==> src/rtl/acq_pkg.sv <==
package acq_pkg;
  typedef enum logic [1:0] {
    ST_IDLE = 2'd0,
    ST_RUN  = 2'd1,
    ST_DONE = 2'd2
  } acq_state_t;

  localparam logic ADDR_POINTS = 1'b0;
  localparam logic ADDR_PERIOD = 1'b1;
endpackage

==> src/rtl/acq_regs.sv <==
module acq_regs #(
  parameter int COUNT_W    = 18,
  parameter int PERIOD_W   = 20,
  parameter int RST_POINTS = 256,
  parameter int RST_PERIOD = 500
) (
  input  logic                clk,
  input  logic                rst_n,
  input  logic                wr,
  input  logic                addr,
  input  logic [31:0]         wdata,
  output logic [31:0]         rdata,
  output logic [COUNT_W-1:0]  points,
  output logic [PERIOD_W-1:0] period
);
  import acq_pkg::*;

  always_ff @(posedge clk or negedge rst_n) begin
    if (!rst_n) begin
      points <= COUNT_W'(RST_POINTS);
      period <= PERIOD_W'(RST_PERIOD);
    end else if (wr) begin
      if (addr == ADDR_POINTS) points <= wdata[COUNT_W-1:0];
      else                     period <= wdata[PERIOD_W-1:0];
    end
  end

  always_comb begin
    rdata = '0;
    if (addr == ADDR_POINTS) rdata[COUNT_W-1:0]  = points;
    else                     rdata[PERIOD_W-1:0] = period;
  end
endmodule

==> src/rtl/acq_sync_edge.sv <==
module acq_sync_edge #(
  parameter int   STAGES  = 2,
  parameter logic RST_VAL = 1'b1
) (
  input  logic clk,
  input  logic rst_n,
  input  logic din,
  output logic dout,
  output logic fall
);
  logic [STAGES-1:0] chain;
  logic              prev;

  always_ff @(posedge clk or negedge rst_n) begin
    if (!rst_n) begin
      chain <= {STAGES{RST_VAL}};
      prev  <= RST_VAL;
    end else begin
      chain <= {chain[STAGES-2:0], din};
      prev  <= chain[STAGES-1];
    end
  end

  assign dout = chain[STAGES-1];
  assign fall = prev & ~chain[STAGES-1];
endmodule

==> src/rtl/acq_pacer.sv <==
module acq_pacer #(
  parameter int PERIOD_W = 20
) (
  input  logic                clk,
  input  logic                rst_n,
  input  logic                load,
  input  logic                run,
  input  logic [PERIOD_W-1:0] period,
  output logic                tick
);
  logic [PERIOD_W-1:0] cnt;
  logic [PERIOD_W-1:0] reload_q;

  function automatic logic [PERIOD_W-1:0] reload_of(input logic [PERIOD_W-1:0] d);
    return (d == '0) ? '0 : d - 1'b1;
  endfunction

  always_ff @(posedge clk or negedge rst_n) begin
    if (!rst_n) begin
      cnt      <= '0;
      reload_q <= '0;
    end else if (load) begin
      cnt      <= reload_of(period);
      reload_q <= reload_of(period);
    end else if (run) begin
      if (cnt == '0) cnt <= reload_q;
      else           cnt <= cnt - 1'b1;
    end
  end

  assign tick = run && (cnt == '0);
endmodule

==> src/rtl/acq_sequencer.sv <==
module acq_sequencer #(
  parameter int COUNT_W    = 18,
  parameter int PERIOD_W   = 20,
  parameter int RST_POINTS = 256,
  parameter int RST_PERIOD = 500
) (
  input  logic               clk,
  input  logic               rst_n,
  input  logic               reg_wr,
  input  logic               reg_addr,
  input  logic [31:0]        reg_wdata,
  output logic [31:0]        reg_rdata,
  input  logic               sw_trig,
  input  logic               ext_trig_n,
  input  logic               stop_n,
  output logic               sample_stb,
  output logic [COUNT_W-1:0] point_idx,
  output logic               scan_done,
  output logic               busy
);
  import acq_pkg::*;

  acq_state_t          state;
  logic [COUNT_W-1:0]  points;
  logic [PERIOD_W-1:0] period;
  logic [COUNT_W-1:0]  n_lat;
  logic                ext_sync, ext_fall;
  logic                stop_sync, stop_fall;
  logic                stop_act, start_req, start_evt, abort_evt, last_evt, tick;

  acq_regs #(
    .COUNT_W(COUNT_W), .PERIOD_W(PERIOD_W),
    .RST_POINTS(RST_POINTS), .RST_PERIOD(RST_PERIOD)
  ) u_regs (
    .clk(clk), .rst_n(rst_n), .wr(reg_wr), .addr(reg_addr),
    .wdata(reg_wdata), .rdata(reg_rdata), .points(points), .period(period)
  );

  acq_sync_edge #(.STAGES(2), .RST_VAL(1'b1)) u_trig_sync (
    .clk(clk), .rst_n(rst_n), .din(ext_trig_n), .dout(ext_sync), .fall(ext_fall)
  );

  acq_sync_edge #(.STAGES(2), .RST_VAL(1'b1)) u_stop_sync (
    .clk(clk), .rst_n(rst_n), .din(stop_n), .dout(stop_sync), .fall(stop_fall)
  );

  acq_pacer #(.PERIOD_W(PERIOD_W)) u_pacer (
    .clk(clk), .rst_n(rst_n), .load(start_evt),
    .run(state == ST_RUN), .period(period), .tick(tick)
  );

  // named events for the checker
  assign stop_act  = ~stop_sync;
  assign start_req = sw_trig | ext_fall;
  assign start_evt = (state == ST_IDLE) && start_req && !stop_act;
  assign abort_evt = stop_act && (state != ST_IDLE);
  assign last_evt  = tick && (point_idx == n_lat - 1'b1);

  always_ff @(posedge clk or negedge rst_n) begin
    if (!rst_n) begin
      state     <= ST_IDLE;
      point_idx <= '0;
      n_lat     <= '0;
    end else if (stop_act) begin
      state     <= ST_IDLE;
      point_idx <= '0;
    end else begin
      case (state)
        ST_IDLE: if (start_evt) begin
          point_idx <= '0;
          n_lat     <= points;
          state     <= (points == '0) ? ST_DONE : ST_RUN;
        end
        ST_RUN: if (tick) begin
          point_idx <= point_idx + 1'b1;
          if (last_evt) state <= ST_DONE;
        end
        ST_DONE: state <= ST_IDLE;
        default: state <= ST_IDLE;
      endcase
    end
  end

  assign sample_stb = tick;
  assign scan_done  = (state == ST_DONE);
  assign busy       = (state != ST_IDLE);
endmodule

==> config.mk <==
export PLATFORM = sky130hd
export DESIGN_NAME = acq_sequencer
export DESIGN_NICKNAME = d
export VERILOG_FILES = /design/src/rtl/acq_pkg.sv /design/src/rtl/acq_regs.sv /design/src/rtl/acq_sync_edge.sv /design/src/rtl/acq_pacer.sv /design/src/rtl/acq_sequencer.sv
export SDC_FILE = /design/constraint.sdc
export NUM_CORES = 1
export LEC_CHECK = 0
export CORE_UTILIZATION = 62
export CTS_BUF_LIST = sky130_fd_sc_hd__clkbuf_2
export DETAILED_ROUTE_END_ITERATION = 16
export DONT_BUFFER_PORTS = 1
export PLACE_DENSITY_LB_ADDON = 0.15
export SLEW_MARGIN = 20
export SYNTH_ARGS = -nofsm -noshare
export SYNTH_HDL_FRONTEND = slang
export SYNTH_SLANG_ARGS = --single-unit
==> constraint.sdc <==
create_clock -name clk -period 3.4 [get_ports clk]
set_input_delay 0.17 -clock clk [delete_from_list [all_inputs] [get_ports clk]]
set_output_delay 0.17 -clock clk [all_outputs]
set_load 0.005 [all_outputs]
==> results of run 1 <==
## stage by stage
| stage | instances | utilization (%) |
|---|---|---|
| after floorplan | 731 | - |
| after global placement | 830 | 64.0 |
| after detailed placement | 830 | 64.0 |
| after CTS | 892 | 68.8 |
| after global routing | 892 | 68.8 |
| final | 892 | 68.8 |
## where the power goes
part	leakage (uW)	switching [uW]	total [uW]	internal, uW
combinational	0.00154	471	932	461
sequential	0.00148	327	2030	1700
clock	0.000141	539	864	324
## worst max-delay path, cell delays in order, from the launching register on
cell and delay, ns:
dfrtp_1 0.49, or4_1 0.72, nor4_4 0.41, nand4_1 0.18, buf_4 0.26, nor2_1 0.17
## logic make-up (layout without fill, tap and decap cells)
logic type	after synthesis	in the layout	synth area share, %
fa+ha+maj	5	5	0.907
other cells	1	12	0.0544
flops	121	121	44.1
mux	65	65	10.5
simple gates	279	279	20.4
buf+inv	66	87	4.52
xor+xnor	56	56	7.31
compound gates	127	127	12.2
## layout make-up
class | instances | area (sq um)
Sequential cell | 121 | 3040
Clock inverter | 13 | 110
Fill cell | 857 | 3380
Timing Repair Buffer | 39 | 385
Tap cell | 140 | 175
Clock buffer | 19 | 95.1
Inverter | 16 | 60.1
Multi-Input combinational cell | 544 | 3590
## metal layers
layer / share of wire (%) / track usage [%] / vias to the layer above
li1: - / - / 2567
met2: 46 / 46.9 / 212
met3: 7.2 / 7.81 / 37
met1: 44 / 42.6 / 2699
met5: 0 / 0 / -
met4: 2.7 / 14.1 / 0
## sequential cells by signal, summed over array words and instances (netlist names)
| name | cells |
|---|---|
| u_stop_sync.chain | 2 |
| u_pacer.reload_q | 20 |
| u_trig_sync.chain | 2 |
| n_lat | 18 |
| u_regs.points | 18 |
| point_idx | 18 |
| u_regs.period | 20 |
| u_trig_sync.prev | 1 |
| u_pacer.cnt | 20 |
| state | 2 |
## worst max-delay path by stage
stage | startpoint | endpoint | slack [ns] | depth (start not counted)
6_report | u_pacer.cnt[3] | sample_stb | 0.25 | 5
4_1_cts | u_pacer.cnt[3] | sample_stb | 0.21 | 5
5_1_grt | u_pacer.cnt[3] | sample_stb | 0.07 | 5
2_1_floorplan | n_lat[0] | state[0] | 0.89 | 11
3_3_place_gp | u_pacer.cnt[3] | point_idx[8] | 0.58 | 6
3_5_place_dp | u_pacer.cnt[3] | point_idx[11] | 0.53 | 7
## timing repair
item,4_1_cts,5_1_grt
buffers inserted,0,0
resized for setup,0,0
hold endpoints to repair,163,0
endpoints found under the setup margin,0,0
hold buffers,30,0
## cell usage in the layout (no fill, tap or decap), types with 4 or more instances in the layout
| master | netlist | layout |
|---|---|---|
| or4_1 | 11 | 11 |
| o211ai_1 | 4 | 4 |
| o31a_1 | 4 | 4 |
| nor2_1 | 62 | 62 |
| mux2_2 | 59 | 59 |
| nand3_1 | 20 | 20 |
| clkinv_2 | 0 | 7 |
| xnor2_1 | 38 | 38 |
| nand2b_1 | 9 | 9 |
| a21oi_1 | 27 | 27 |
| conb_1 | 1 | 12 |
| buf_4 | 13 | 9 |
| o31ai_1 | 6 | 6 |
| inv_1 | 16 | 16 |
| xor2_1 | 17 | 17 |
| nor4_1 | 19 | 19 |
| and3_1 | 6 | 6 |
| clkbuf_2 | 0 | 19 |
| a31oi_1 | 8 | 8 |
| dlygate4sd3_1 | 0 | 29 |
| dfstp_2 | 12 | 12 |
| ha_1 | 5 | 5 |
| o22a_1 | 10 | 10 |
| or3_1 | 10 | 10 |
| o21ai_0 | 28 | 27 |
| nor3_1 | 17 | 16 |
| dfrtp_1 | 109 | 109 |
| mux2i_1 | 6 | 6 |
| and2_1 | 4 | 4 |
| clkinv_1 | 0 | 4 |
| nand2_1 | 94 | 94 |
| o21a_1 | 4 | 4 |
| a21o_1 | 15 | 15 |
==> impl_metrics.tcl, run 1 <==
set metrics [dict create \
    post-place-ws_ns 0.534 \
    vias 5515 \
    diodes 0 \
    ys.flop_type "dfrtp_1" \
    period_share_pct 92.6 \
    fin_ws_ns 0.253 \
    synth.distinct_cells 63 \
    r2r_end "point_idx[8]" \
    start_kind "register" \
    fin_crit_ns 3.15 \
    cts_buffers 17 \
    yosys.area.top_type "dfrtp_1" \
    r2r-start "u_pacer.cnt[3]" \
    cap_violations 0 \
    post_dp_cell_area_sq_um 6940 \
    die-area_sq_um 11600 \
    r2r_slack_ns 0.47 \
    track_usage_pct 31.2 \
    io_pins 92 \
    dp_hpwl_microns 11400 \
    power_leakage_uw 0.00316 \
    synthArstFlopShare_pct 100 \
    portBuffers 0 \
    grt_pass1_wl_microns 27200 \
    ys_ff_latch 121 \
    syn_area_sq_um 6900 \
    tns_ns 0 \
    die_h_microns 107 \
    grt_setup_unrepaired "no" \
    setup_violations 0 \
    place.gp.congestion 0.883 \
    insertion_delay_ns 0.75 \
    critPathMaxFanout 23 \
    drc_errors 0 \
    via_per_inst 6.18 \
    tightestPinTransition_ns 0.913 \
    hold_viol 0 \
    reg2reg_depth 6 \
    grt_max_degree 122 \
    initial_utilization_pct 63.6 \
    crit_path_end_kind "primary output" \
    synth_top_area_share_pct 39.5 \
    drtAntennaViolNets 0 \
    finalMaxSlewViolations 0 \
    status "complete, no violations" \
    drive_above_1_share_pct 16.4 \
    hold_slack_ns 0.0192 \
    nNetsFinal 783 \
    finalClockSkew_ns 0.0377 \
    max-clock-path-buffers 2 \
    clock_sinks 121 \
    seq_area_frac_synth_pct 44.1 \
    wl_microns 16800 \
    area_growth_pct 8.12 \
    critPathKind "reg2out" \
    antenna_found_initial 0 \
    fmax_mhz 318 \
    row_count 38 \
    synth_area_per_cell_sq_um 9.58 \
    postLayoutCellArea_sq_um 7460 \
    yosys_warnings 0 \
    power_density_nw_per_um2 512 \
    h-tree-depth 4 \
    grt_pass1_vias 5290 \
    synth.area.top_cells "dfrtp_1 (40%), mux2_2 (9.6%), nand2_1 (5.1%)" \
    first_iter_violations 340 \
    p_total_uw 3820 \
    die_w_microns 107 \
    cp.arrival_ns 2.98 \
    core_area_sq_um 10800 \
    peakVddDrop_v 0.000421 \
    clk_pin_slew_ns 0.18 \
    synth_edf_count 0 \
    critPathRequiredTime_ns 3.23 \
    wl_per_cell_microns 18.8 \
    synth_most_common_cell "dfrtp_1" \
    hold_class "in2async" \
    ys_top_cells_by_count "dfrtp_1 (109), nand2_1 (94), nor2_1 (62)" \
    first_pass_iters 4 \
    timing.slew.headroom_pct 39.0 \
    grt_overflow 0 \
    synthCells 720 \
    cts-root-buf "clkbuf_2" \
    cts_tree "built" \
]
No activity file was read; power rests on OpenSTA's default activity.
==> run 2: changes to the inputs <==
--- a/config.mk
+++ b/config.mk
@@ -5,10 +5,10 @@
 export SDC_FILE = /design/constraint.sdc
 export NUM_CORES = 1
 export LEC_CHECK = 0
-export CORE_UTILIZATION = 62
+export BUFFER_PORTS_ARGS = -buffer_cell sky130_fd_sc_hd__buf_2
+export CORE_UTILIZATION = 60
 export CTS_BUF_LIST = sky130_fd_sc_hd__clkbuf_2
 export DETAILED_ROUTE_END_ITERATION = 16
-export DONT_BUFFER_PORTS = 1
 export PLACE_DENSITY_LB_ADDON = 0.15
 export SLEW_MARGIN = 20
 export SYNTH_ARGS = -nofsm -noshare
==> run 2 against run 1 <==
Compared with the run above: final cell count grew 7.5%; critical path type unchanged; power shrank 0.72%; count of clock-buffer cells in the layout shrank 2; sequential cell count is the same; via count grew 6.5%; non-clock buffer count grew 67; setup slack gained 0.044 ns; die area grew 3.3%; first-iteration DRC count grew 46%; final area grew 4.2%.
==> impl_metrics.tcl, run 2 (synthesized netlist as in run 1, its figures left out) <==
set metrics [dict create \
    status "complete, no violations" \
    antenna_found_initial 0 \
    crit_path_end_kind "primary output" \
    top_regs "u_pacer.cnt: 20 flops, u_pacer.reload_q: 20 flops, u_regs.period: 20 flops" \
    power_density_nw_per_um2 488 \
    io_pins 92 \
    clock_sinks 121 \
    critPathRequiredTime_ns 3.23 \
    grt_setup_unrepaired "no" \
    ctsResizeCount 0 \
    tightestPinTransition_ns 0.903 \
    postCtsSetupBuffers 0 \
    grt_overflow 0 \
    grt_pass1_wl_microns 28400 \
    die_h_microns 109 \
    critPathKind "reg2out" \
    drive_above_1_share_pct 23.8 \
    dp_hpwl_microns 12300 \
    max-clock-path-buffers 2 \
    wl_microns 17500 \
    cts_tree "built" \
    h-tree-depth 4 \
    hold_viol 0 \
    fin_crit_ns 3.10 \
    final_cell_mix "dfrtp_1 (109), nand2_1 (94), buf_2 (66)" \
    setup_violations 0 \
    combPwrFrac_pct 26.2 \
    peakVddDrop_v 0.000421 \
    hold_class "in2reg" \
    nNetsFinal 850 \
    row_count 38 \
    grt_pass1_vias 5580 \
    period_share_pct 91.3 \
    seqPwrFrac_pct 53.2 \
    holdBufCountCts 26 \
    area_growth_pct 12.6 \
    wl_per_cell_microns 18.2 \
    clk_pin_slew_ns 0.20 \
    cap_violations 0 \
    netSwitchingFraction_pct 37.2 \
    core_area_sq_um 11000 \
    r2r_slack_ns 0.48 \
    die-area_sq_um 11900 \
    finalClockSkew_ns 0.0240 \
    power_leakage_uw 0.00343 \
    die_w_microns 109 \
    first_iter_violations 496 \
    grt_max_degree 46 \
    vias 5873 \
    critPathMaxFanout 8 \
    via_per_inst 6.12 \
    portBuffers 67 \
    tns_ns 0 \
    initial_utilization_pct 62.5 \
    first_pass_iters 6 \
    drc_errors 0 \
    fmax_mhz 322 \
    insertion_delay_ns 0.73 \
    cp.arrival_ns 2.93 \
    track_usage_pct 31.8 \
    cts_buffers 17 \
    finalMaxSlewViolations 0 \
    place.gp.congestion 0.894 \
    timing.slew.headroom_pct 39.7 \
    p_int_uw 2380 \
    start_kind "register" \
    drtAntennaViolNets 0 \
    p_clk_share_pct 20.6 \
    power_switching_uw 1410 \
    cts-root-buf "clkbuf_2" \
    final_cells 959 \
    diodes 0 \
    final_common_cell "dfrtp_1" \
    placedCellCount 901 \
]
## run 2: changes by cell type in the layout (fill, tap and decap cells not counted), moves of 4 or more
| cell | change |
|---|---|
| clkinvlp_4 | +4 |
| buf_2 | +66 |
| buf_4 | +5 |
| clkinv_2 | -5 |
| dlygate4sd3_1 | -4 |
## run 2: path summary, 6_finish.rpt
path                                      startpoint              endpoint  cells after the start
worst max-delay path                  u_pacer.cnt[3]            sample_stb                      6
worst min-delay path                          stop_n  u_stop_sync.chain[0]                      2
worst max register to register        u_pacer.cnt[3]          point_idx[8]                      6
worst min register to register  u_trig_sync.chain[0]  u_trig_sync.chain[1]                      0
max in group asynchronous                      rst_n      u_regs.points[8]                      4
min in group asynchronous                      rst_n       u_pacer.cnt[11]                      3
## run 2: worst max-delay path, stage by stage, from the launching register on
cell and delay (ns):
dfrtp_1 0.49, or4_1 0.72, nor4_4 0.39, nand4_1 0.16, buf_4 0.20, nor2_1 0.11
buf_2 0.13
## run 2: layout make-up
type                            count  area [sq um]
Multi-Input combinational cell    544          3590
Fill cell                         819          3260
Sequential cell                   121          3040
Timing Repair Buffer              106           713
Tap cell                          140           175
Clock inverter                     15           104
Clock buffer                       17          85.1
Inverter                           16          60.1
## run 2: power by group through the flow
| stage | Sequential (uW) | Clock [uW] | Combinational, uW |
|---|---|---|---|
| 6_report | 2020 | 781 | 994 |
| 5_1_grt | 2050 | 855 | 1100 |
| 4_1_cts | 2010 | 792 | 986 |
| 3_5_place_dp | 2040 | 0 | 954 |
| 3_3_place_gp | 2020 | 0 | 913 |
| 2_1_floorplan | 1920 | 0 | 755 |
## run 2: metal layers
layer / routed length [microns] / vias to the layer above / GRT usage (%)
li1: - / 2721 / -
met1: 7570 / 2885 / 43.4
met2: 8250 / 232 / 49.6
met3: 1300 / 35 / 7.23
met4: 374 / 0 / 11.4
met5: 0 / - / 0
## run 2: through the flow
| stage | util, % | hold slack [ns] | total power (uW) | worst slack (ns) | instance area, sq um |
|---|---|---|---|---|---|
| after CTS | 70.5 | 0.0289 | 3790 | 0.275 | 7770 |
| final | 70.5 | 0.0612 | 3790 | 0.296 | 7770 |
| after floorplan | - | -0.126 | 2680 | 0.891 | 6940 |
| after global routing | 70.5 | 0.0408 | 4010 | 0.0954 | 7770 |
| after detailed placement | 66.2 | 0.242 | 2990 | 0.522 | 7300 |
| after global placement | 66.2 | 0.232 | 2930 | 0.574 | 7300 |
